### config.mk
export PLATFORM = sky130hd
export DESIGN_NAME = ll_reserve_unit
export DESIGN_NICKNAME = d
export VERILOG_FILES = /design/src/rtl/ll_pkg.sv /design/src/rtl/ll_align_chk.sv /design/src/rtl/ll_result_fmt.sv /design/src/rtl/ll_link_regs.sv /design/src/rtl/ll_reserve_unit.sv
export SDC_FILE = /design/constraint.sdc
export NUM_CORES = 1
export LEC_CHECK = 0
export CAP_MARGIN = 30
export CORE_AREA = 5 5 201 203
export CTS_CLUSTER_DIAMETER = 150
export DETAILED_ROUTE_END_ITERATION = 8
export DIE_AREA = 0 0 206 208
export PLACE_DENSITY = 0.77
export SYNTH_ARGS = -nofsm -noshare
export SYNTH_HDL_FRONTEND = slang
export SYNTH_SLANG_ARGS = --single-unit
### constraint.sdc
create_clock -name clk -period 2.5 [get_ports clk]
set_clock_uncertainty 0.1 [all_clocks]
set_input_delay 0.25 -clock clk [delete_from_list [all_inputs] [get_ports clk]]
set_output_delay 0.25 -clock clk [all_outputs]
set_load 0.01 [all_outputs]
### src/rtl/ll_pkg.sv
package ll_pkg;

  typedef enum logic [4:0] {
    CAUSE_NONE = 5'd0,
    CAUSE_ADEL = 5'd4
  } exc_cause_e;

  typedef enum logic {
    ST_IDLE = 1'b0,
    ST_WAIT = 1'b1
  } ll_state_e;

endpackage

### src/rtl/ll_align_chk.sv
module ll_align_chk #(
  parameter int XLEN   = 64,
  parameter int WORD_W = 32
) (
  input  logic [$clog2(XLEN/8)-1:0] addr_lo,
  input  logic                      is_dword,
  output logic                      misaligned
);
  localparam int WORD_LSB = $clog2(WORD_W/8);

  always_comb begin
    if (is_dword) misaligned = |addr_lo;
    else          misaligned = |addr_lo[WORD_LSB-1:0];
  end
endmodule

### src/rtl/ll_result_fmt.sv
module ll_result_fmt #(
  parameter int XLEN   = 64,
  parameter int WORD_W = 32
) (
  input  logic [XLEN-1:0] raw,
  input  logic            is_dword,
  output logic [XLEN-1:0] fmt
);
  localparam int EXT_W = XLEN - WORD_W;

  always_comb begin
    if (is_dword) fmt = raw;
    else          fmt = {{EXT_W{raw[WORD_W-1]}}, raw[WORD_W-1:0]};
  end
endmodule

### src/rtl/ll_link_regs.sv
module ll_link_regs #(
  parameter int XLEN = 64,
  parameter int PA_W = 40
) (
  input  logic            clk,
  input  logic            rst_n,
  input  logic            commit,
  input  logic            inval,
  input  logic [PA_W-1:0] commit_paddr,
  input  logic [XLEN-1:0] commit_vaddr,
  input  logic [XLEN-1:0] commit_value,
  output logic            link_valid,
  output logic [PA_W-1:0] link_paddr,
  output logic [XLEN-1:0] link_vaddr,
  output logic [XLEN-1:0] link_value
);
  logic valid_q, valid_d;
  logic [PA_W-1:0] paddr_q;
  logic [XLEN-1:0] vaddr_q, value_q;

  always_comb begin
    valid_d = valid_q;
    if (commit) valid_d = 1'b1;
    if (inval)  valid_d = 1'b0;
  end

  always_ff @(posedge clk or negedge rst_n) begin
    if (!rst_n) begin
      valid_q <= 1'b0;
      paddr_q <= '0;
      vaddr_q <= '0;
      value_q <= '0;
    end else begin
      valid_q <= valid_d;
      if (commit) begin
        paddr_q <= commit_paddr;
        vaddr_q <= commit_vaddr;
        value_q <= commit_value;
      end
    end
  end

  assign link_valid = valid_q;
  assign link_paddr = paddr_q;
  assign link_vaddr = vaddr_q;
  assign link_value = value_q;


  inval_clr_chk: assert property (@(posedge clk) disable iff (!rst_n)
    inval |=> !link_valid);


  commit_set_chk: assert property (@(posedge clk) disable iff (!rst_n)
    commit && !inval |=> link_valid);
endmodule

### src/rtl/ll_reserve_unit.sv
module ll_reserve_unit
  import ll_pkg::*;
#(
  parameter int XLEN   = 64,
  parameter int PA_W   = 40,
  parameter int WORD_W = 32
) (
  input  logic            clk,
  input  logic            rst_n,
  input  logic            req_valid,
  input  logic            req_dword,
  input  logic [XLEN-1:0] req_vaddr,
  input  logic [PA_W-1:0] req_paddr,
  input  logic            debug_mode,
  output logic            busy,
  output logic            mem_req,
  output logic            mem_dword,
  output logic [PA_W-1:0] mem_addr,
  input  logic            mem_rvalid,
  input  logic [XLEN-1:0] mem_rdata,
  output logic            res_valid,
  output logic [XLEN-1:0] res_data,
  output logic            exc_valid,
  output logic [4:0]      exc_cause,
  output logic [XLEN-1:0] bad_vaddr,
  input  logic            link_inval,
  output logic            link_valid,
  output logic [PA_W-1:0] link_paddr,
  output logic [XLEN-1:0] link_vaddr,
  output logic [XLEN-1:0] link_value
);
  localparam int LO_W = $clog2(XLEN/8);

  ll_state_e       state_q, state_d;
  logic            misaligned;
  logic            accept, take_fault, issue, complete;
  logic [XLEN-1:0] fmt_data;

  logic            pend_dword_q;
  logic [XLEN-1:0] pend_vaddr_q;
  logic [PA_W-1:0] pend_paddr_q;
  logic            mem_req_q, mem_req_d;
  logic            exc_q, exc_d;
  exc_cause_e      cause_q, cause_d;
  logic [XLEN-1:0] bad_q;
  logic            bad_en;
  logic            res_valid_q, res_valid_d;
  logic [XLEN-1:0] res_data_q;

  ll_align_chk #(.XLEN(XLEN), .WORD_W(WORD_W)) u_align (
    .addr_lo    (req_vaddr[LO_W-1:0]),
    .is_dword   (req_dword),
    .misaligned (misaligned)
  );

  ll_result_fmt #(.XLEN(XLEN), .WORD_W(WORD_W)) u_fmt (
    .raw      (mem_rdata),
    .is_dword (pend_dword_q),
    .fmt      (fmt_data)
  );

  ll_link_regs #(.XLEN(XLEN), .PA_W(PA_W)) u_link (
    .clk          (clk),
    .rst_n        (rst_n),
    .commit       (complete),
    .inval        (link_inval),
    .commit_paddr (pend_paddr_q),
    .commit_vaddr (pend_vaddr_q),
    .commit_value (fmt_data),
    .link_valid   (link_valid),
    .link_paddr   (link_paddr),
    .link_vaddr   (link_vaddr),
    .link_value   (link_value)
  );

  // Next-state logic
  always_comb begin
    accept      = (state_q == ST_IDLE) && req_valid;
    take_fault  = accept && misaligned;
    issue       = accept && !misaligned;
    complete    = (state_q == ST_WAIT) && mem_rvalid;
    bad_en      = take_fault && !debug_mode;
    mem_req_d   = issue;
    exc_d       = take_fault;
    cause_d     = take_fault ? CAUSE_ADEL : CAUSE_NONE;
    res_valid_d = complete;
    state_d     = state_q;
    case (state_q)
      ST_IDLE: if (issue)    state_d = ST_WAIT;
      ST_WAIT: if (complete) state_d = ST_IDLE;
      default:               state_d = ST_IDLE;
    endcase
  end

  // Registers
  always_ff @(posedge clk or negedge rst_n) begin
    if (!rst_n) begin
      state_q      <= ST_IDLE;
      pend_dword_q <= 1'b0;
      pend_vaddr_q <= '0;
      pend_paddr_q <= '0;
      mem_req_q    <= 1'b0;
      exc_q        <= 1'b0;
      cause_q      <= CAUSE_NONE;
      bad_q        <= '0;
      res_valid_q  <= 1'b0;
      res_data_q   <= '0;
    end else begin
      state_q     <= state_d;
      mem_req_q   <= mem_req_d;
      exc_q       <= exc_d;
      cause_q     <= cause_d;
      res_valid_q <= res_valid_d;
      if (issue) begin
        pend_dword_q <= req_dword;
        pend_vaddr_q <= req_vaddr;
        pend_paddr_q <= req_paddr;
      end
      if (bad_en)   bad_q      <= req_vaddr;
      if (complete) res_data_q <= fmt_data;
    end
  end

  assign busy      = (state_q == ST_WAIT);
  assign mem_req   = mem_req_q;
  assign mem_dword = pend_dword_q;
  assign mem_addr  = pend_paddr_q;
  assign exc_valid = exc_q;
  assign exc_cause = cause_q;
  assign bad_vaddr = bad_q;
  assign res_valid = res_valid_q;
  assign res_data  = res_data_q;


  exc_no_mem_chk: assert property (@(posedge clk) disable iff (!rst_n)
    exc_valid |-> !mem_req && !res_valid && !busy);


  req_single_chk: assert property (@(posedge clk) disable iff (!rst_n)
    mem_req |=> !mem_req);


  req_busy_chk: assert property (@(posedge clk) disable iff (!rst_n)
    mem_req |-> busy);


  busy_hold_chk: assert property (@(posedge clk) disable iff (!rst_n)
    busy && !mem_rvalid |=> busy);


  res_after_busy_chk: assert property (@(posedge clk) disable iff (!rst_n)
    res_valid |-> !busy && $past(busy));


  bad_stable_chk: assert property (@(posedge clk) disable iff (!rst_n)
    !exc_valid |-> $stable(bad_vaddr));
endmodule

==> run summary, run 1 <==
Outcome -> complete, no violations
CP max stage cell -> clkdlybuf4s50_1
Layout cell share with drive strength beyond 1 -> 26.6%
Hold Crit Start -> link_inval
Initial antenna violation count -> 0
Nature of the critical path startpoint -> flip-flop
Ant. Diodes -> 0
WL per Instance -> 20.5 um
Max Root-Sink Buffers -> 3
Root Driver -> clkbuf_16
Share of the synthesized area in the top cell type -> 63.0%
Max-slew violations -> 0
Sequential share of the synthesized area -> 63.0%
TritonCTS clock tree -> built
Hold Crit Depth -> 2
Met3 usage -> 6.03%
Tightest Pin Transition -> 620 ps
Critical path endpoint category -> primary output
Iteration-0 DRC Markers -> 287
Port Buffer Count -> 517
Req. time, crit path -> 2150 ps
Setup CP Type -> flip-flop to primary output
DIE WIDTH -> 206 um
Final setup TNS -> 0 ps
Die height -> 208 um
Largest net degree at the start of global routing -> 82
Final ANT Viol Nets -> 0
Layer with the highest usage -> met2
DP Wirelength -> 28,500 um
Clock sinks -> 342
Reg2reg path depth -> 4
Initial core utilization -> 35.5%
Final setup viols -> 0
Post-route minimum period -> 1970 ps
HP Class -> input pin to flip-flop
Delay-heaviest family, CP -> buffers and inverters
Worst Hold End -> u_link.link_valid
Slew headroom -> 58.7%
RSZ-0062 raised after global routing -> no
Vias in the first global route -> 9,657
Die area -> 42,800 um2
GR Util met1 -> 18.7%
Cell taking the most area after synthesis -> dfrtp_1
Layout area overhead -> 48.3%
DRT Pass-1 Iters -> 4
Yosys warns -> 0
Met2 Resource Use GR -> 31.7%
Slowest stage delay, CP -> 590 ps
Synth Register Bits -> 342
Mapped Cells -> 873
Total GRT Usage -> 17.5%
CTS Buf Count -> 37
CTS H-Tree Depth -> 2
Via count -> 8,680
Mean Syn Cell Area -> 15.6 um2
Clock Pin Slew Worst Setup and Hold Paths -> 60 ps
Via/cell ratio -> 4.60
CP Depth -> 1
Crit path cell chain -> clkdlybuf4s50_1
RR Startpoint -> busy
Post-synthesis cell type count -> 23
Worst vdd ir -> 0.677 mV
First-pass GRT wire length -> 58,200 um
Filler Cells Inserted -> 3,190
P_leak -> 8.71 nW
Row count -> 72
Gpl congestion -> 0.774
Final hold violations -> 0
WP buf/inv -> 1
Core ar. -> 38,300 um2
WP data arrival -> 1620 ps
Max-Cap Viols -> 0
Worst-Skew Late Latency -> 540 ps
R2R setup slack -> 610 ps
Final WL -> 38,700 um
CP max FO -> 7
Final worst path period share -> 78.7%
Post-Syn Area -> 13,600 um2
Tot Pwr -> 0.0213 W
Ports -> 522
Gr ovfl total -> 0
PwrDens -> 1060 nW/um2
Drt drc -> 0
CTS-repair resized insts -> 0
Worst Setup SP -> mem_dword
Peak Freq -> 508 MHz
R2r endpoint -> bad_vaddr[16]
Final net count -> 1,515
Top cells by area, synth -> dfrtp_1 63%, mux2_2 18%, mux2_4 6.6%, buf_4 3.8%, mux2_1 2.2%
per-layer routing:
| layer | share of wire (%) | wire length (um) |
|---|---|---|
| met5 | 0 | 0 |
| met4 | 3.1 | 1190 |
| met3 | 9.4 | 3620 |
| met2 | 52 | 20100 |
| met1 | 36 | 13800 |
cell usage after synthesis, drive strengths merged:
| library cell | n |
|---|---|
| and2 | 2 |
| or3 | 1 |
| buf | 101 |
| clkbuf | 15 |
| nand2b | 1 |
| nand2 | 33 |
| inv | 3 |
| a21oi | 32 |
| mux2 | 303 |
| o21ai | 33 |
| dfrtp | 342 |
| conb | 1 |
| nor2b | 1 |
| a211oi | 1 |
| nand3 | 1 |
| nor2 | 3 |
timing repair:
item	4_1_cts	5_1_grt
hold endpoints to repair	62	0
setup buffers	0	0
hold buffers	1	0
per-stage QoR:
step | instances | utilization (%) | hold slack (ps) | cell area, um2 | worst slack [ps]
2_1_floorplan | 876 | - | -146 | 13600 | 746
3_3_place_gp | 1818 | 49.4 | 171 | 18900 | 320
3_5_place_dp | 1818 | 49.4 | 175 | 18900 | 293
4_1_cts | 1885 | 52.6 | 106 | 20100 | 499
5_1_grt | 1885 | 52.6 | 131 | 20100 | 452
6_report | 1885 | 52.6 | 154 | 20100 | 533
where the power goes:
group | switching (W) | internal, W | leakage (nW)
sequential | 0.00110 | 0.00728 | 4.13
combinational | 0.00285 | 0.00463 | 3.99
clock | 0.00220 | 0.00322 | 0.601
worst max path at each step:
| stage | end | slack (ps) |
|---|---|---|
| 6_report | mem_dword | 530 |
| 5_1_grt | mem_dword | 450 |
| 4_1_cts | mem_dword | 500 |
| 3_5_place_dp | bad_vaddr[16] | 290 |
| 3_3_place_gp | bad_vaddr[16] | 320 |
| 2_1_floorplan | bad_vaddr[10] | 750 |
layout by cell type (no fill, tap or decap), types with 2 or more instances in the layout:
cell	count
a21oi_1	32
clkbuf_1	10
clkbuf_8	12
buf_4	12
mux2_1	26
mux2_4	60
buf_12	11
mux2_2	217
conb_1	4
o21ai_0	33
nand2_1	32
clkinv_8	2
clkbuf_16	37
and2_1	2
inv_1	2
nor2_1	3
dfrtp_1	342
clkdlybuf4s50_1	516
cells by family (layout without fill, tap and decap cells):
group,after synthesis,in the layout,synth area share [%]
multiplexers,303,303,26.8
buffers and inverters,119,610,6.38
other,1,4,0.0276
AND/OR/NAND/NOR,42,42,1.30
AO/OA/AOI/OAI,66,66,2.49
flip-flops,342,342,63.0
area by class of cell:
| class | instances | area [um2] | area share, % |
|---|---|---|---|
| well taps | 518 | 648 | 3.22 |
| inverters | 3 | 13.8 | 0.0684 |
| clock buffers | 59 | 1130 | 5.61 |
| repair buffers | 541 | 5500 | 27.3 |
| flip-flops and latches | 342 | 8560 | 42.5 |
| multi-input cells | 415 | 4190 | 20.8 |
| clock inverters | 7 | 96.3 | 0.478 |
sequential cells by signal, indices dropped and copies added, names as in the netlist:
name and flops:
u_link.link_paddr 40, u_link.link_valid 1, mem_req 1, res_data 64, res_valid 1, pend_vaddr_q 64
exc_cause 1, busy 1, bad_vaddr 64, mem_dword 1, mem_addr 40, u_link.link_vaddr 64
Power figures use the tool's default switching activity.
==> run 2: changes to the inputs <==
--- a/config.mk
+++ b/config.mk
@@ -6,11 +6,11 @@
 export NUM_CORES = 1
 export LEC_CHECK = 0
 export CAP_MARGIN = 30
-export CORE_AREA = 5 5 201 203
+export CORE_AREA = 5 5 202 204
 export CTS_CLUSTER_DIAMETER = 150
 export DETAILED_ROUTE_END_ITERATION = 8
-export DIE_AREA = 0 0 206 208
-export PLACE_DENSITY = 0.77
+export DIE_AREA = 0 0 207 209
+export PLACE_DENSITY = 0.79
 export SYNTH_ARGS = -nofsm -noshare
 export SYNTH_HDL_FRONTEND = slang
 export SYNTH_SLANG_ARGS = --single-unit
==> constraint.sdc (replaced) <==
create_clock -name clk -period 1.8 [get_ports clk]
set_clock_uncertainty 0.1 [all_clocks]
set_input_delay 0.18 -clock clk [delete_from_list [all_inputs] [get_ports clk]]
set_output_delay 0.18 -clock clk [all_outputs]
set_load 0.01 [all_outputs]
==> run 2 against run 1 <==
Net effect:
- highest routed layer unchanged
- flip-flop and latch count is the same
- sequential power up 38%
- first-iteration DRC count is 8.0% higher
- register-to-register slack lost 590 ps
- critical path depth grew 4
- clock-buffer cell count grew 3
==> run summary, run 2 (synthesis results as in run 1) <==
Slew headroom -> 59.5%
DP Wirelength -> 29,700 um
Slowest stage delay, CP -> 390 ps
Commonest cells after routing, fill and taps aside -> 398 x clkdlybuf4s50_1, 341 x dfrtp_1, 217 x mux2_2, 60 x mux2_4, 60 x dlygate4sd2_1
Combinational Power Share -> 34.7%
Gpl congestion -> 0.846
Final WL -> 40,000 um
Final worst path period share -> 99.0%
Max Root-Sink Buffers -> 3
WHS -> 91.2 ps
TritonCTS clock tree -> built
DRT Pass-1 Iters -> 4
Req. time, crit path -> 2110 ps
Drt drc -> 0
P_leak -> 9.74 nW
Clock sinks -> 342
CTS Buf Count -> 37
Worst vdd ir -> 0.903 mV
Int Pwr -> 0.0209 W
DIE WIDTH -> 207 um
Worst-Skew Late Latency -> 520 ps
HP Class -> input pin to async pin
PwrDens -> 1420 nW/um2
Clk pwr share -> 25.7%
Tightest Pin Transition -> 608 ps
Core ar. -> 39,100 um2
Max-slew violations -> 0
Gr ovfl total -> 0
Tot Pwr -> 0.0293 W
Ant. Diodes -> 0
Post-route minimum period -> 1780 ps
Final net count -> 1,559
Switching Share -> 28.8%
Setup CP Type -> flip-flop to flip-flop
Iteration-0 DRC Markers -> 310
Row count -> 73
Critical path endpoint category -> flip-flop
Max-Cap Viols -> 0
Vias in the first global route -> 10.1k
Filler Cells Inserted -> 3,256
Commonest non-fill, non-tap cell in the layout -> clkdlybuf4s50_1
Switching power -> 0.00846 W
CP max stage cell -> or3_4
WL per Instance -> 20.7 um
Initial core utilization -> 34.7%
Port Buffer Count -> 517
Final ANT Viol Nets -> 0
Outcome -> complete, no violations
Layout cell share with drive strength beyond 1 -> 28.9%
RSZ-0062 raised after global routing -> yes
Sequential group share of total power -> 39.6%
Final hold violations -> 0
Via count -> 8,969
Die height -> 209 um
Peak Freq -> 561 MHz
Die area -> 43,300 um2
WP data arrival -> 2090 ps
Initial antenna violation count -> 0
Clock Pin Slew Worst Setup and Hold Paths -> 60 ps
First-pass GRT wire length -> 61,100 um
Nature of the critical path startpoint -> flip-flop
CTS H-Tree Depth -> 2
CP max FO -> 7
Largest net degree at the start of global routing -> 65
Final setup viols -> 0
Root Driver -> clkbuf_16
Ports -> 522
Total GRT Usage -> 17.8%
Layout area overhead -> 52.4%
Crit path cell chain -> nand2b_4, or3_4, buf_12, clkbuf_16, mux2_4
Via/cell ratio -> 4.64
[run 2: cell type report]
class                      count  area, um2  share of cell area [%]
tap                          525        657                    3.17
clock buffer                  62       1180                    5.71
sequential                   342       8560                    41.4
timing repair buffer         585       6040                    29.2
clock inverter                 3       43.8                   0.212
inverter                       3       12.5                  0.0605
multi-input combinational    415       4200                    20.3
[run 2: stage by stage]
step | cell area [um2] | setup WS (ps) | setup TNS, ps | utilization, % | std cells
2_1_floorplan | 13600 | 46.5 | 0 | - | 876
3_3_place_gp | 19200 | -319 | -35790 | 49.2 | 1860
3_5_place_dp | 19200 | -360 | -41080 | 49.2 | 1860
4_1_cts | 20400 | 0.0494 | 0 | 52.2 | 1929
5_1_grt | 20700 | -20.2 | -119 | 52.9 | 1935
6_report | 20700 | 17.6 | 0 | 52.9 | 1935
[run 2: repair_timing]
action                                 in CTS  in global routing
buffers inserted                            3                  2
hold buffers                                1                  0
gates resized for setup                    61                 69
endpoints found under the hold margin     267                  0
setup endpoints to repair                  65                118
pin swaps                                   0                  1
cloned                                      0                  4
[run 2: layer usage]
layer  vias to the layer above  routed length, um  share of wire (%)  global-route usage, %
met5                         -                  0                  0                      0
met4                         0               1730                4.3                   8.07
met3                        89               3460                8.7                   7.06
met2                       382              20500                 51                   30.9
met1                      4521              14400                 36                   19.2
li1                       3977                  -                  -                      -
[run 2: path summary, 6_finish.rpt]
kind	start	to	slack (ps)	cells past startpoint
min in group clk	link_inval	u_link.link_valid	110	2
worst max register to register	busy	bad_vaddr[31]	20	5
worst max-delay path	busy	bad_vaddr[31]	20	5
max in group asynchronous	rst_n	mem_dword	720	3
worst min-delay path	rst_n	u_link.link_paddr[25]	90	2
worst min register to register	pend_vaddr_q[0]	pend_vaddr_q[0]	380	1
[run 2: critical path: cells and delay by family (launching register included)]
family | cells | cell delay, ps
buffers and inverters | 2 | 350
flip-flops | 1 | 380
AND/OR/NAND/NOR | 2 | 530
multiplexers | 1 | 290
[run 2: power groups by stage]
stage	sequential (W)	combinational, W	clock [W]
finish	0.0116	0.0102	0.00754
floorplan	0.0124	0.00344	0
global route	0.0119	0.0108	0.00812
CTS	0.0117	0.0104	0.00778
global placement	0.0116	0.0104	0
detailed placement	0.0118	0.0106	0
